==> src/rtl/sram_lane_ctrl.sv <==
module sram_lane_ctrl #(
  parameter int AW      = 17,
  parameter int DW      = 16,
  parameter int CLK_NS  = 10,
  parameter int T_WP_NS = 20,
  parameter int T_WC_NS = 25,
  parameter int T_RC_NS = 25
) (
  input  logic          clk,
  input  logic          rst_n,
  input  logic          req,
  input  logic          wr,
  input  logic          byte_mode,
  input  logic [AW:0]   addr,
  input  logic [DW-1:0] wdata,
  output logic          ready,
  output logic          rvalid,
  output logic [DW-1:0] rdata,
  output logic [AW-1:0] mem_addr,
  output logic [1:0]    mem_ce_n,
  output logic [1:0]    mem_we_n,
  output logic          mem_oe_n,
  output logic [DW-1:0] mem_dout,
  output logic          mem_dout_en,
  input  logic [DW-1:0] mem_din
);
  localparam int BW      = DW / 2;
  localparam int WP_CYC  = (T_WP_NS + CLK_NS - 1) / CLK_NS;
  localparam int WC_CYC  = (T_WC_NS + CLK_NS - 1) / CLK_NS;
  localparam int RD_CYC  = (T_RC_NS + CLK_NS - 1) / CLK_NS;
  localparam int REC_CYC = (WC_CYC > WP_CYC) ? WC_CYC - WP_CYC : 1;
  localparam int MAXC    = (WP_CYC > RD_CYC) ? ((WP_CYC > REC_CYC) ? WP_CYC : REC_CYC)
                                             : ((RD_CYC > REC_CYC) ? RD_CYC : REC_CYC);
  localparam int CW      = $clog2(MAXC + 1);

  typedef enum logic [1:0] {S_IDLE, S_WP, S_WREC, S_RD} st_t;

  st_t           st;
  logic [CW-1:0] cnt;
  logic [AW-1:0] a_q;
  logic [1:0]    lane_q;
  logic          bm_q, sel_q;
  logic [DW-1:0] wd_q;

  always_ff @(posedge clk) begin
    if (!rst_n) begin
      st     <= S_IDLE;
      cnt    <= '0;
      a_q    <= '0;
      lane_q <= 2'b00;
      bm_q   <= 1'b0;
      sel_q  <= 1'b0;
      wd_q   <= '0;
      rdata  <= '0;
      rvalid <= 1'b0;
    end else begin
      rvalid <= 1'b0;
      case (st)
        S_IDLE: if (req) begin
          cnt    <= '0;
          bm_q   <= byte_mode;
          sel_q  <= addr[0];
          a_q    <= byte_mode ? addr[AW:1] : addr[AW-1:0];
          lane_q <= byte_mode ? (addr[0] ? 2'b10 : 2'b01) : 2'b11;
          wd_q   <= byte_mode ? {2{wdata[BW-1:0]}} : wdata;
          st     <= wr ? S_WP : S_RD;
        end
        S_WP: if (cnt == CW'(WP_CYC - 1)) begin
          cnt <= '0;
          st  <= S_WREC;
        end else cnt <= cnt + 1'b1;
        S_WREC: if (cnt == CW'(REC_CYC - 1)) st <= S_IDLE;
                else cnt <= cnt + 1'b1;
        S_RD: if (cnt == CW'(RD_CYC - 1)) begin
          st     <= S_IDLE;
          rvalid <= 1'b1;
          if (!bm_q)      rdata <= mem_din;
          else if (sel_q) rdata <= {{BW{1'b0}}, mem_din[DW-1:BW]};
          else            rdata <= {{BW{1'b0}}, mem_din[BW-1:0]};
        end else cnt <= cnt + 1'b1;
        default: st <= S_IDLE;
      endcase
    end
  end

  assign ready       = (st == S_IDLE);
  assign mem_addr    = a_q;
  assign mem_ce_n    = ~(lane_q & {2{st == S_WP || st == S_RD}});
  assign mem_we_n    = ~(lane_q & {2{st == S_WP}});
  assign mem_oe_n    = (st != S_RD);
  assign mem_dout    = wd_q;
  assign mem_dout_en = (st == S_WP);
endmodule

==> config.mk <==
export PLATFORM = sky130hd
export DESIGN_NAME = sram_lane_ctrl
export DESIGN_NICKNAME = d
export VERILOG_FILES = /design/src/rtl/sram_lane_ctrl.sv
export SDC_FILE = /design/constraint.sdc
export NUM_CORES = 1
export LEC_CHECK = 0
export BUFFER_PORTS_ARGS = -buffer_cell sky130_fd_sc_hd__buf_4
export CORE_UTILIZATION = 40
export DETAILED_ROUTE_END_ITERATION = 10
export PLACE_DENSITY = 0.72
export SLEW_MARGIN = 20
export SYNTH_ARGS = -nofsm -noshare
export SYNTH_HDL_FRONTEND = slang
export SYNTH_SLANG_ARGS = --single-unit
export TNS_END_PERCENT = 30
==> constraint.sdc <==
create_clock -name clk -period 4.51 [get_ports clk]
set_clock_uncertainty 0.2 [all_clocks]
set_input_delay 0.451 -clock clk [delete_from_list [all_inputs] [get_ports clk]]
set_output_delay 0.451 -clock clk [all_outputs]
set_load 0.01 [all_outputs]
## Word-level counts from Yosys, hierarchy flattened

Index checks and enable logic that the tools add are counted.

| cells by class | value |
|---|---|
| add/subtract/negate cells | 1 |
| equality and inequality tests | 12 |
| multiplexer cells | 18 |
| bitwise logic cells | 4 |
| reduce and logical (&&, ||, !) cells | 8 |

Operators by type and width:

| kind | number |
|---|---|
| 16-bit two-way mux | 2 |
| 2-bit two-way mux | 11 |
| 17-bit two-way mux | 1 |
| 2-bit case mux with 4 select lines | 2 |
| 2-bit != test (second input constant) | 6 |
| 8-bit two-way mux | 1 |
| 2-bit == test (second input constant) | 3 |
| 2-bit AND reduction | 3 |
| 2-bit AND | 2 |
| 2-bit by 1-bit == test with 1-bit output (second input constant) | 2 |
| 2-bit zero test | 2 |
| 2-bit NOT | 2 |
| 4-bit AND reduction | 1 |
| 3-bit AND reduction | 1 |
| 2-bit by 1-bit adder with 2-bit output (second input constant) | 1 |
| 2-bit by 1-bit != test with 1-bit output (second input constant) | 1 |
| 1-bit logical OR | 1 |
| 1-bit two-way mux | 1 |

| storage, ports and cells | value |
|---|---|
| flip-flop bits (word level) | 58 |
| input port bits | 55 |
| output and inout port bits | 57 |

## Longest topological paths before layout

| depth | value |
|---|---|
| depth in word-level cells | 4 |
| gate-level depth with buffers | 7 |
| depth with buffers taken out | 5 |

## Least setup slack after synthesis

No wires, ideal clock.

| timing path | value |
|---|---|
| kind | reg2out |
| from | register st[0] |
| to | output port mem_we_n[0] |
| arrival | 1.040 ns |
| required time | 3.859 ns |
| slack | 2.819 ns |
| stages on the path, launching flop included | 5 |
| path through | dfxtp_1 buf_6 buf_2 nor2b_1 nand2_1 |

| between the ends | value |
|---|---|
| longest elaborated chain between the ends | 3 |

RTL lines:

| item | RTL line | text |
|---|---|---|
| from (decl) | 38 | `st_t st;` |
| from (signal assigned) | 66 | `st <= wr ? S_WP : S_RD;` |
| 2-bit by 1-bit == test with 1-bit output | n/a |  |
| via mem_dout_en | 24 | `output logic mem_dout_en,` |
| 2-bit AND | 89 | `assign mem_we_n = ~(lane_q & {2{st == S_WP}});` |
| 2-bit NOT | 89 |  |
| to (decl) | 21 | `output logic [1:0] mem_we_n,` |

The timed path passes the listed nets, and every way through them passes these cells.

## Final worst setup path

| timing path | value |
|---|---|
| from | register st[0] |
| to | output port mem_we_n[1] |

| between the ends | value |
|---|---|
| longest elaborated chain between the ends | 3 |

RTL lines:

| item | RTL line |
|---|---|
| 2-bit by 1-bit == test with 1-bit output | 89 |
| 2-bit AND | 89 |
| 2-bit NOT | 89 |

No other way between the ends.

==> results.yml <==
outcome:
  outcome: "finished, final reports clean"
floorplanning:
  core_um2: 6460
  io_pins: 112
  rows: 29
  dieHeight_um: 84.7
  start_util_pct: 42.3
  die_area_um2: 7170
  dieWidth_um: 84.7
grt:
  track_usage_pct: 18.8
  overflow: 0
  grt_max_degree: 64
  antenna_found_initial: 0
  grt_pass1_wl_mm: 10.7
  grt_pass1_vias: 2262
critical_path:
  critPathBufInv: 1
  path_delay_family: "flip-flops"
  worst_setup_path_start_kind: "register"
  crit_path_max_incr_delay_ns: 0.73
  worst-setup-path-type: "register to output pin"
  r2r_cells: 3
  rrSetupSlack_ns: 2.33
  crit_slowest_cell: "dfxtp_1"
  worstSetupEndpointType: "output pin"
  crit_required_ns: 3.86
  path_cells: "nor2b_1 -> nand2_1 -> buf_4"
  r2r_end: "rdata[4]$_SDFFE_PN0P_"
  arrival_ns: 1.56
  path_max_fanout: 18
  rr_startpoint: "st[0]$_SDFFE_PN0P_"
cells_and_area:
  multi_input_area_um2: 1370
  fin_nets: 448
  seqCellArea_um2: 1160
  final_common_cell: "buf_4"
  final_cell_mix: "buf_4 (113), dfxtp_1 (58), nand2_1 (45), nor2_1 (37), mux2i_1 (30)"
  diodes: 0
  area_growth_pct: 36.4
  fill_cells: 596
  drive_gt1_share_pct: 39.6
hold_path:
  hold_start: "addr[0]"
  min_to: "lane_q[0]$_SDFFE_PN0P_"
  worstHoldPathCells: 2
  worstHoldPathType: "primary input to register"
yosys:
  postSynthCellCount: 291
  synth_cell_types: 29
  synthMuxAreaShare_pct: 11.0
  synth_top_family_by_area: "compound AO/OA/AOI/OAI gates"
  yosys.area_share.simple_pct: 17.5
  synth_fp_nets: 350
  synthesis.area_um2: 2740
  synth-compound-area-share_pct: 19.4
  synth-xor-area-share_pct: 0
  synth_adder_area_share_pct: 1.83
  ys_seq_elements: 58
  yosys_warnings: 0
  seq_area_frac_synth_pct: 42.5
  syn_avg_cell_area_um2: 9.40
power:
  powerDensity_nw_per_um2: 406
  cellLeakagePower_nw: 1.61
  ir_worst_vdd_uv: 219
cts:
  clock_sink_count: 58
  cts_root_buffer: "clkbuf_8"
  cts-buffers-inserted: 9
  path_clk_slew_ns: 0.06
  post_cts_resized: 0
  cts_tree: "done"
  clk_latency_ns: 0.32
  cts-htree-levels: 3
  cts_buffer_depth: 2
  cts_hold_buffers: 0
  post_cts_buffers: 0
placed_design:
  portBuffers: 111
  gp_congestion: 0.766
  hpwlAfterDp_mm: 4.56
  pre_cts_ws_ns: 2.35
routing:
  num_vias: 2395
  drtPass1Iterations: 6
  routedWlPerCell_um: 13.9
  ant_nets: 0
  routed_wl_mm: 6.55
  drcViolationCount: 0
  drtIter0Drc: 55
  vias_per_cell: 5.08
sta:
  tightestPinTransition_ns: 0.793
  slew_viol_final: 0
  fmax_mhz: 452
  hold_ws_ns: 0.156
  slew_headroom_pct: 47.1
  fin_ws_ns: 2.30
  hold_violations: 0
  min_period_ns: 2.21
  rsz0062_at_grt: "no"
  fin_crit_sh_pct: 49.1
  setup_viol: 0
  setup_tns_ns: 0
job:
  drv_cap: 0
==> state kept, by name, summed over array words and instances, names as in the netlist <==
register  flops
bm_q          1
cnt           2
lane_q        2
mem_addr     17
mem_dout     16
rdata        16
rvalid        1
sel_q         1
st            2
==> cells by family (layout without fill, tap and decap cells) <==
group	Yosys count	in the layout
flops	58	58
buf+inv	31	134
mux	30	30
fa+ha+maj	4	4
compound gates	60	60
simple gates	108	108
==> worst register-to-register path, stage by stage, from the launching register on <==
cell and delay (ns):
dfxtp_1 0.73, and3_1 0.79, nor2_1 0.09, a311oi_1 0.27
==> worst max path at each step <==
stage               cells past startpoint  slack [ns]                from                     to
floorplan                               4        2.82  st[0]$_SDFFE_PN0P_            mem_we_n[0]
global placement                        3        2.43  st[0]$_SDFFE_PN0P_  rdata[0]$_SDFFE_PN0P_
detailed placement                      3        2.35  st[0]$_SDFFE_PN0P_  rdata[3]$_SDFFE_PN0P_
CTS                                     3        2.29  st[0]$_SDFFE_PN0P_            mem_we_n[1]
global route                            3        2.11  st[0]$_SDFFE_PN0P_            mem_we_n[0]
finish                                  3        2.30  st[0]$_SDFFE_PN0P_            mem_we_n[1]
==> cells in the mapped netlist <==
master	n	area share (%)
nand3b_1	8	2.2
buf_8	1	0.55
and3_1	1	0.23
clkbuf_1	6	0.82
o22ai_2	1	0.46
a211oi_1	2	0.55
clkbuf_4	1	0.27
or3b_4	1	0.41
o211ai_1	1	0.27
o21ai_0	2	0.37
o21bai_1	1	0.27
mux2i_1	30	11
buf_6	7	2.9
nor2b_1	3	0.69
dfxtp_1	58	42
ha_1	4	1.8
nor3b_1	1	0.27
nor3b_2	1	0.46
nand3_1	9	1.6
buf_2	5	0.91
nand2_1	45	6.2
nor3_1	2	0.37
buf_4	6	1.6
nor2_1	37	5.1
a211oi_2	23	11
a221oi_1	2	0.64
a21oi_1	19	3.5
inv_1	5	0.69
a311oi_1	9	2.9
==> metrics by stage <==
| stage | std cells | power [mW] | instance area [um^2] | utilization (%) |
|---|---|---|---|---|
| final | 471 | 1.51 | 3730 | 57.7 |
| after floorplan | 291 | 0.845 | 2740 | - |
| after global routing | 471 | 1.59 | 3730 | 57.7 |
| after CTS | 471 | 1.53 | 3730 | 57.7 |
| after detailed placement | 455 | 0.970 | 3490 | 54.1 |
| after global placement | 455 | 0.961 | 3490 | 54.1 |
==> cell type report <==
class	instances	share of cell area, %
clock buffers	12	4.43
repair buffers	113	22.7
flip-flops and latches	58	31.1
multi-input cells	202	36.7
well taps	77	2.58
inverters	5	0.503
clock inverters	4	1.95
==> metal layers <==
layer  up-vias  wire (um)  GRT usage (%)
li1       1211          -              -
met1      1110       2910           24.0
met2        64       3240           30.7
met3        10        282           3.44
met4         0        118           8.94
met5         -          0              0
==> report_power, final <==
group	total (mW)	leakage [nW]	internal, mW	switching [mW]
registers	0.610	0.476	0.564	0.0453
clock network	0.555	0.119	0.356	0.200
logic	0.348	1.01	0.172	0.176
total	1.51	1.61	1.09	0.421
(Power assumes the default switching activity.)
